$ cat config.mk
export PLATFORM = sky130hd
export DESIGN_NAME = useq_sequencer
export DESIGN_NICKNAME = d
export VERILOG_FILES = /design/src/rtl/useq_pkg.sv /design/src/rtl/useq_cond_mux.sv /design/src/rtl/useq_next_addr.sv /design/src/rtl/useq_addr_reg.sv /design/src/rtl/useq_ctrl_reg.sv /design/src/rtl/useq_sequencer.sv
export SDC_FILE = /design/constraint.sdc
export NUM_CORES = 1
export LEC_CHECK = 0
export ABC_CLOCK_PERIOD_IN_PS = 1500
export BUFFER_PORTS_ARGS = -buffer_cell sky130_fd_sc_hd__buf_2
export CELL_PAD_IN_SITES_DETAIL_PLACEMENT = 0
export CELL_PAD_IN_SITES_GLOBAL_PLACEMENT = 1
export CORE_UTILIZATION = 30
export CTS_CLUSTER_DIAMETER = 80
export DETAILED_ROUTE_END_ITERATION = 12
export PLACE_DENSITY = 0.75
export SLEW_MARGIN = 15
export SYNTH_ARGS = -nofsm -noshare
export SYNTH_HDL_FRONTEND = slang
export SYNTH_SLANG_ARGS = --single-unit
$ cat constraint.sdc
create_clock -name clk_i -period 1.5 [get_ports clk_i]
set_input_delay 0.075 -clock clk_i [delete_from_list [all_inputs] [get_ports clk_i]]
set_output_delay 0.075 -clock clk_i [all_outputs]
set_load 0.05 [all_outputs]
$ cat src/rtl/useq_pkg.sv
package useq_pkg;
  localparam int ADDR_W  = 9;
  localparam int WORD_W  = 64;
  localparam int LO_W    = 3;
  localparam int SEL_W   = 5;
  localparam int IR_W    = 8;
  localparam int STAT_W  = 8;
  localparam int HI_W    = ADDR_W - LO_W;
  localparam int HI_LSB  = WORD_W - HI_W;
  localparam int LO_LSB  = HI_LSB - LO_W;
  localparam int SEL_LSB = LO_LSB - SEL_W;
endpackage

$ cat src/rtl/useq_cond_mux.sv
module useq_cond_mux #(
  parameter int SEL_W  = useq_pkg::SEL_W,
  parameter int IR_W   = useq_pkg::IR_W,
  parameter int STAT_W = useq_pkg::STAT_W
) (
  input  logic [SEL_W-1:0]  sel_i,
  input  logic [IR_W-1:0]   ir_i,
  input  logic [STAT_W-1:0] stat_i,
  output logic              cond_o
);
  localparam int NSRC = 1 << SEL_W;

  logic [NSRC-1:0] src;

  // opcode bits, then status, then zeros; top code is constant one
  always_comb begin
    src                         = '0;
    src[IR_W-1:0]               = ir_i;
    src[IR_W+STAT_W-1:IR_W]     = stat_i;
    src[NSRC-1]                 = 1'b1;
  end

  assign cond_o = src[sel_i];
endmodule

$ cat src/rtl/useq_next_addr.sv
module useq_next_addr #(
  parameter int ADDR_W = useq_pkg::ADDR_W,
  parameter int WORD_W = useq_pkg::WORD_W,
  parameter int LO_W   = useq_pkg::LO_W
) (
  input  logic [WORD_W-1:0] word_i,
  input  logic              cond_i,
  input  logic              run_i,
  output logic [ADDR_W-1:0] next_o
);
  localparam int HI_W   = ADDR_W - LO_W;
  localparam int HI_LSB = WORD_W - HI_W;
  localparam int LO_LSB = HI_LSB - LO_W;

  logic [HI_W-1:0] page;
  logic [LO_W-1:0] ofs;

  assign page = word_i[WORD_W-1:HI_LSB];
  assign ofs  = word_i[HI_LSB-1:LO_LSB];

  // while priming, the store output is not yet valid: stay on entry point
  always_comb begin
    if (run_i) next_o = {page, ofs[LO_W-1:1], cond_i};
    else       next_o = '0;
  end
endmodule

$ cat src/rtl/useq_addr_reg.sv
module useq_addr_reg #(
  parameter int ADDR_W = useq_pkg::ADDR_W
) (
  input  logic              clk_i,
  input  logic              rst_ni,
  input  logic [ADDR_W-1:0] next_i,
  output logic [ADDR_W-1:0] uaddr_o,
  output logic              run_o
);
  always_ff @(posedge clk_i or negedge rst_ni) begin
    if (!rst_ni) begin
      uaddr_o <= '0;
      run_o   <= 1'b0;
    end else begin
      uaddr_o <= next_i;
      run_o   <= 1'b1;
    end
  end

  AST_PRIME_AT_ENTRY: assert property (@(posedge clk_i) disable iff (!rst_ni)
    !run_o |-> uaddr_o == '0);
endmodule

$ cat src/rtl/useq_ctrl_reg.sv
module useq_ctrl_reg #(
  parameter int WORD_W = useq_pkg::WORD_W
) (
  input  logic              clk_i,
  input  logic              rst_ni,
  input  logic              load_i,
  input  logic [WORD_W-1:0] d_i,
  output logic [WORD_W-1:0] q_o
);
  always_ff @(posedge clk_i or negedge rst_ni) begin
    if (!rst_ni)     q_o <= '0;
    else if (load_i) q_o <= d_i;
  end

  AST_CTRL_QUIET_PRIME: assert property (@(posedge clk_i) disable iff (!rst_ni)
    !load_i |-> q_o == '0);
endmodule

$ cat src/rtl/useq_sequencer.sv
module useq_sequencer #(
  parameter int ADDR_W = useq_pkg::ADDR_W,
  parameter int WORD_W = useq_pkg::WORD_W,
  parameter int LO_W   = useq_pkg::LO_W,
  parameter int SEL_W  = useq_pkg::SEL_W,
  parameter int IR_W   = useq_pkg::IR_W
) (
  input  logic              clk_i,
  input  logic              rst_ni,
  input  logic [IR_W-1:0]   ir_i,
  input  logic              ovf_i,
  input  logic              sign_i,
  input  logic              zero_i,
  input  logic              carry_i,
  input  logic              int_en_i,
  input  logic              loop_zero_i,
  input  logic              mem_wait_i,
  input  logic              irq_i,
  input  logic [WORD_W-1:0] rom_data_i,
  output logic [ADDR_W-1:0] rom_addr_o,
  output logic [ADDR_W-1:0] uaddr_o,
  output logic [WORD_W-1:0] ctrl_o
);
  localparam int STAT_W  = 8;
  localparam int HI_W    = ADDR_W - LO_W;
  localparam int HI_LSB  = WORD_W - HI_W;
  localparam int LO_LSB  = HI_LSB - LO_W;
  localparam int SEL_LSB = LO_LSB - SEL_W;
  localparam logic [SEL_W-1:0] SEL_ONE  = '1;
  localparam logic [SEL_W-1:0] SEL_ZERO = SEL_ONE - 1'b1;

  logic [STAT_W-1:0] stat;
  logic [SEL_W-1:0]  sel;
  logic              cond;
  logic              run;
  logic [ADDR_W-1:0] next_addr;

  // bit order fixes the select code of each status input
  assign stat = {irq_i, mem_wait_i, loop_zero_i, int_en_i,
                 carry_i, zero_i, sign_i, ovf_i};
  assign sel  = rom_data_i[LO_LSB-1:SEL_LSB];

  useq_cond_mux #(.SEL_W(SEL_W), .IR_W(IR_W), .STAT_W(STAT_W)) u_cond (
    .sel_i  (sel),
    .ir_i   (ir_i),
    .stat_i (stat),
    .cond_o (cond)
  );

  useq_next_addr #(.ADDR_W(ADDR_W), .WORD_W(WORD_W), .LO_W(LO_W)) u_next (
    .word_i (rom_data_i),
    .cond_i (cond),
    .run_i  (run),
    .next_o (next_addr)
  );

  useq_addr_reg #(.ADDR_W(ADDR_W)) u_areg (
    .clk_i   (clk_i),
    .rst_ni  (rst_ni),
    .next_i  (next_addr),
    .uaddr_o (uaddr_o),
    .run_o   (run)
  );

  useq_ctrl_reg #(.WORD_W(WORD_W)) u_creg (
    .clk_i  (clk_i),
    .rst_ni (rst_ni),
    .load_i (run),
    .d_i    (rom_data_i),
    .q_o    (ctrl_o)
  );

  assign rom_addr_o = next_addr;

  AST_PAGE_COPY: assert property (@(posedge clk_i) disable iff (!rst_ni)
    run |=> uaddr_o[ADDR_W-1:LO_W] == $past(rom_data_i[WORD_W-1:HI_LSB]));
  AST_OFFSET_MID: assert property (@(posedge clk_i) disable iff (!rst_ni)
    run |=> uaddr_o[LO_W-1:1] == $past(rom_data_i[HI_LSB-1:LO_LSB+1]));
  AST_IR_TEST: assert property (@(posedge clk_i) disable iff (!rst_ni)
    (run && int'(sel) < IR_W) |=> uaddr_o[0] == $past(ir_i[sel[$clog2(IR_W)-1:0]]));
  AST_FORCE_ONE: assert property (@(posedge clk_i) disable iff (!rst_ni)
    (run && sel == SEL_ONE) |=> uaddr_o[0]);
  AST_FORCE_ZERO: assert property (@(posedge clk_i) disable iff (!rst_ni)
    (run && sel == SEL_ZERO) |=> !uaddr_o[0]);
endmodule

==> metrics.md <==
| Metric | Value |
|---|---|
| Fill count | `~800` |
| Die ar. | `roughly 0.01 sq mm` |
| Simple-Gate Fraction of Synth Area | `0.0226` |
| Post-layout net count | `485` |
| Critical path peak fanout | `3` |
| Setup Skew | `4.79 ps` |
| Fin Hold WS | `~36 ps` |
| Complex-gate fraction of the synthesized area | `0.00487` |
| Most common cell in the netlist | `dfrtp_1` |
| CTS clk-pin slew, worst paths | `about 70 ps` |
| Leakage | `0.00231 uW` |
| Final WL | `slightly below 7000 um` |
| Seq/Total Area, Yosys | `0.655` |
| Mapped Nets | `250` |
| Largest area contributor in the netlist | `dfrtp_1` |
| Cells after synthesis | `between 150 and 200` |
| CTS tree | `yes` |
| Die height | `99.0 um` |
| Critical path's top delay family | `multiplexers` |
| DRC Markers | `0` |
| Most area-consuming cells after synthesis | `dfrtp_1 (66%), mux2_2 (26%), mux4_1 (3.7%), and2_1 (1.8%), clkbuf_1 (1.1%)` |
| Layout cells sized above 1 | `0.631` |
| Yosys top cell area share | `0.655` |
| IO Pins | `164` |
| Total GRT Usage | `0.148` |
| Fin util | `0.513` |
| Clock buffer depth | `2` |
| Post-synthesis register bit count | `74` |
| Commonest register cell after synthesis | `dfrtp_1` |
| Ys Warns | `0` |
| Initial antenna violation count | `0` |
| XOR/XNOR Fraction of Synth Area | `0` |
| Synth cell types | `14` |
| Post-DP HPWL | `roughly 4300 um` |
| Placed insts | `roughly 440` |
| Post-synth top cells | `dfrtp_1 (74), mux2_2 (65), and2_1 (8), clkbuf_1 (8), mux4_1 (4)` |
| Final hold violation count | `0` |
| Worst-path cell chain | `buf_8, mux4_2, mux2_4, o311ai_4, a21oi_4, buf_8` |
| Pins Over Slew Limit | `0` |
| Slowest library cell on the worst path | `mux4_2` |
| Worst vdd ir | `a little over 0.4 mV` |
| Syn_area_per_cell | `16.8 sq um` |
| Mux cell area share after synthesis | `0.300` |
| Cell area after synthesis | `between 0.002 and 0.003 sq mm` |
| Largest net degree at the start of global routing | `34` |
| Placed inst area | `~0.0038 sq mm` |
| Cell mode on critical path | `buf_8` |
| CP startpoint kind | `primary input` |
| Port Buffers | `between 150 and 200` |
| Gpl congestion | `around 0.7` |
| Router iterations before antenna repair | `3` |
| N_diodes | `0` |
| Max frequency | `about 680 MHz` |
| First-pass GRT wire length | `~11000 um` |
| Gr ovfl total | `0` |
| Num CTS Buffers | `9` |
| Critical path class | `in2out` |
| Antenna-violating nets left | `0` |
| Initial Util | `0.307` |
| H-tree depth | `3` |
| FFs w/ async S/R, synth | `1.00` |
| Outcome | `completed` |
| Vias/cell | `about 4.4` |
| Die width | `between 90 and 100 um` |
| Overall Power | `about 5300 uW` |
| Worst hold path class | `in2reg` |
| Final period util | `0.986` |
| RSZ-0062 raised after global routing | `true` |
| Vias in the first global route | `roughly 2400` |
| Post-synth EDFFs | `0` |
| Root Buffer | `clkbuf_8` |
| Clock sinks | `74` |
| Main combinational cell family by area after synthesis | `multiplexers` |
| Adder-Cell Fraction of Synth Area | `0` |
| Core Area | `about 0.009 sq mm` |
| Synth-to-Final Area Change | `67.0%` |
| Crit path DAT | `1400 ps` |
| CP endpoint kind | `primary output` |
| Worst-Skew Late Latency | `between 300 and 400 ps` |
| Final non-filler cell total | `between 500 and 600` |
| Power Dens Cells | `between 1000 and 1500 mW/mm^2` |
| Min cycle time layout | `between 1000 and 1500 ps` |
| Drt wl/cell | `between 10 and 15 um` |
| Final instance area | `0.00472 sq mm` |
| Max-cap check violation count | `0` |
| DR vias | `2305` |
| DRT iter0 DRCs | `25` |
| Buf/Inv on CP | `2` |
| WP data required | `around 1400 ps` |
| Core Rows | `35` |
| Final setup viols | `0` |
| Delay of the slowest critical-path stage | `480 ps` |
[cell usage in the layout (no fill, tap or decap)]
| cell | count |
|---|---|
| dfrtp_1 | 73 |
| mux4_1 | 2 |
| conb_1 | 1 |
| bufbuf_16 | 1 |
| clkbuf_8 | 10 |
| dfrtp_2 | 1 |
| buf_4 | 9 |
| mux2i_1 | 1 |
| dlygate4sd3_1 | 60 |
| inv_1 | 1 |
| a21oi_4 | 1 |
| and2_1 | 7 |
| nor2_1 | 1 |
| clkbuf_1 | 2 |
| clkinv_2 | 2 |
| buf_8 | 2 |
| and2_2 | 1 |
| buf_12 | 3 |
| o311ai_4 | 1 |
| mux2_4 | 1 |
| nand4_1 | 1 |
| mux2_2 | 64 |
| buf_2 | 158 |
| nand2_1 | 1 |
| mux4_2 | 2 |
| bufinv_16 | 1 |
[cell families after synthesis]
kind of cell	count (synthesis)
flip-flops	74
multiplexers	70
buffers and inverters	10
AND/OR/NAND/NOR	11
other	1
AO/OA/AOI/OAI	2
[flip-flops by register name, indices dropped and copies added (netlist names)]
| signal | cells |
|---|---|
| u_areg.run_o | 1 |
| u_creg.q_o | 64 |
| u_areg.uaddr_o | 9 |
[layer usage]
metal | wire, um | track usage | vias up
met3 | 539 | 0.0397 | 13
met2 | 3490 | 0.263 | 108
met4 | 148 | 0.0792 | 0
li1 | - | - | 1061
met5 | 0 | 0 | -
met1 | 2700 | 0.160 | 1123
[timing repair]
action	CTS	global route
gates resized for setup	10	1
setup endpoints to repair	9	3
pin swaps	1	1
hold buffers	60	0
hold endpoints to repair	119	0
gates cloned	1	0
buffers inserted	3	1
[power breakdown]
part | internal [uW] | switching, uW | leakage (uW)
combinational | 542 | 1010 | 0.00134
sequential | 2180 | 82.5 | 0.000875
clock | 801 | 671 | 0.0000962
total | 3520 | 1760 | 0.00231
[through the flow]
stage	setup TNS, ps	worst slack [ps]
final	0	21.3
after global routing	-16.5	-16.5
after global placement	-111	-111
after detailed placement	-124	-124
after floorplan	-148	-18.8
after CTS	-12.9	-12.9
[cell type report]
cell class | instances | area, sq um | area share
well taps | 111 | 139 | 0.0294
clock inverters | 3 | 40.0 | 0.00849
repair buffers | 233 | 1580 | 0.335
inverters | 1 | 3.75 | 0.000796
clock buffers | 12 | 145 | 0.0308
flip-flops and latches | 74 | 1850 | 0.393
multi-input cells | 84 | 955 | 0.202
[final timing paths]
kind | from | slack, ps | cells past startpoint | end
max | rom_data_i[50] | 20 | 6 | rom_addr_o[0]
min | rom_data_i[53] | 40 | 2 | u_creg.q_o[53]
max reg2reg | u_areg.run_o | 230 | 3 | u_creg.q_o[44]
min reg2reg | u_creg.q_o[1] | 500 | 1 | u_creg.q_o[1]
max in group asynchronous | rst_ni | 720 | 3 | u_creg.q_o[18]
min in group asynchronous | rst_ni | 180 | 2 | u_creg.q_o[36]
No activity file was read; power rests on OpenSTA's default activity.
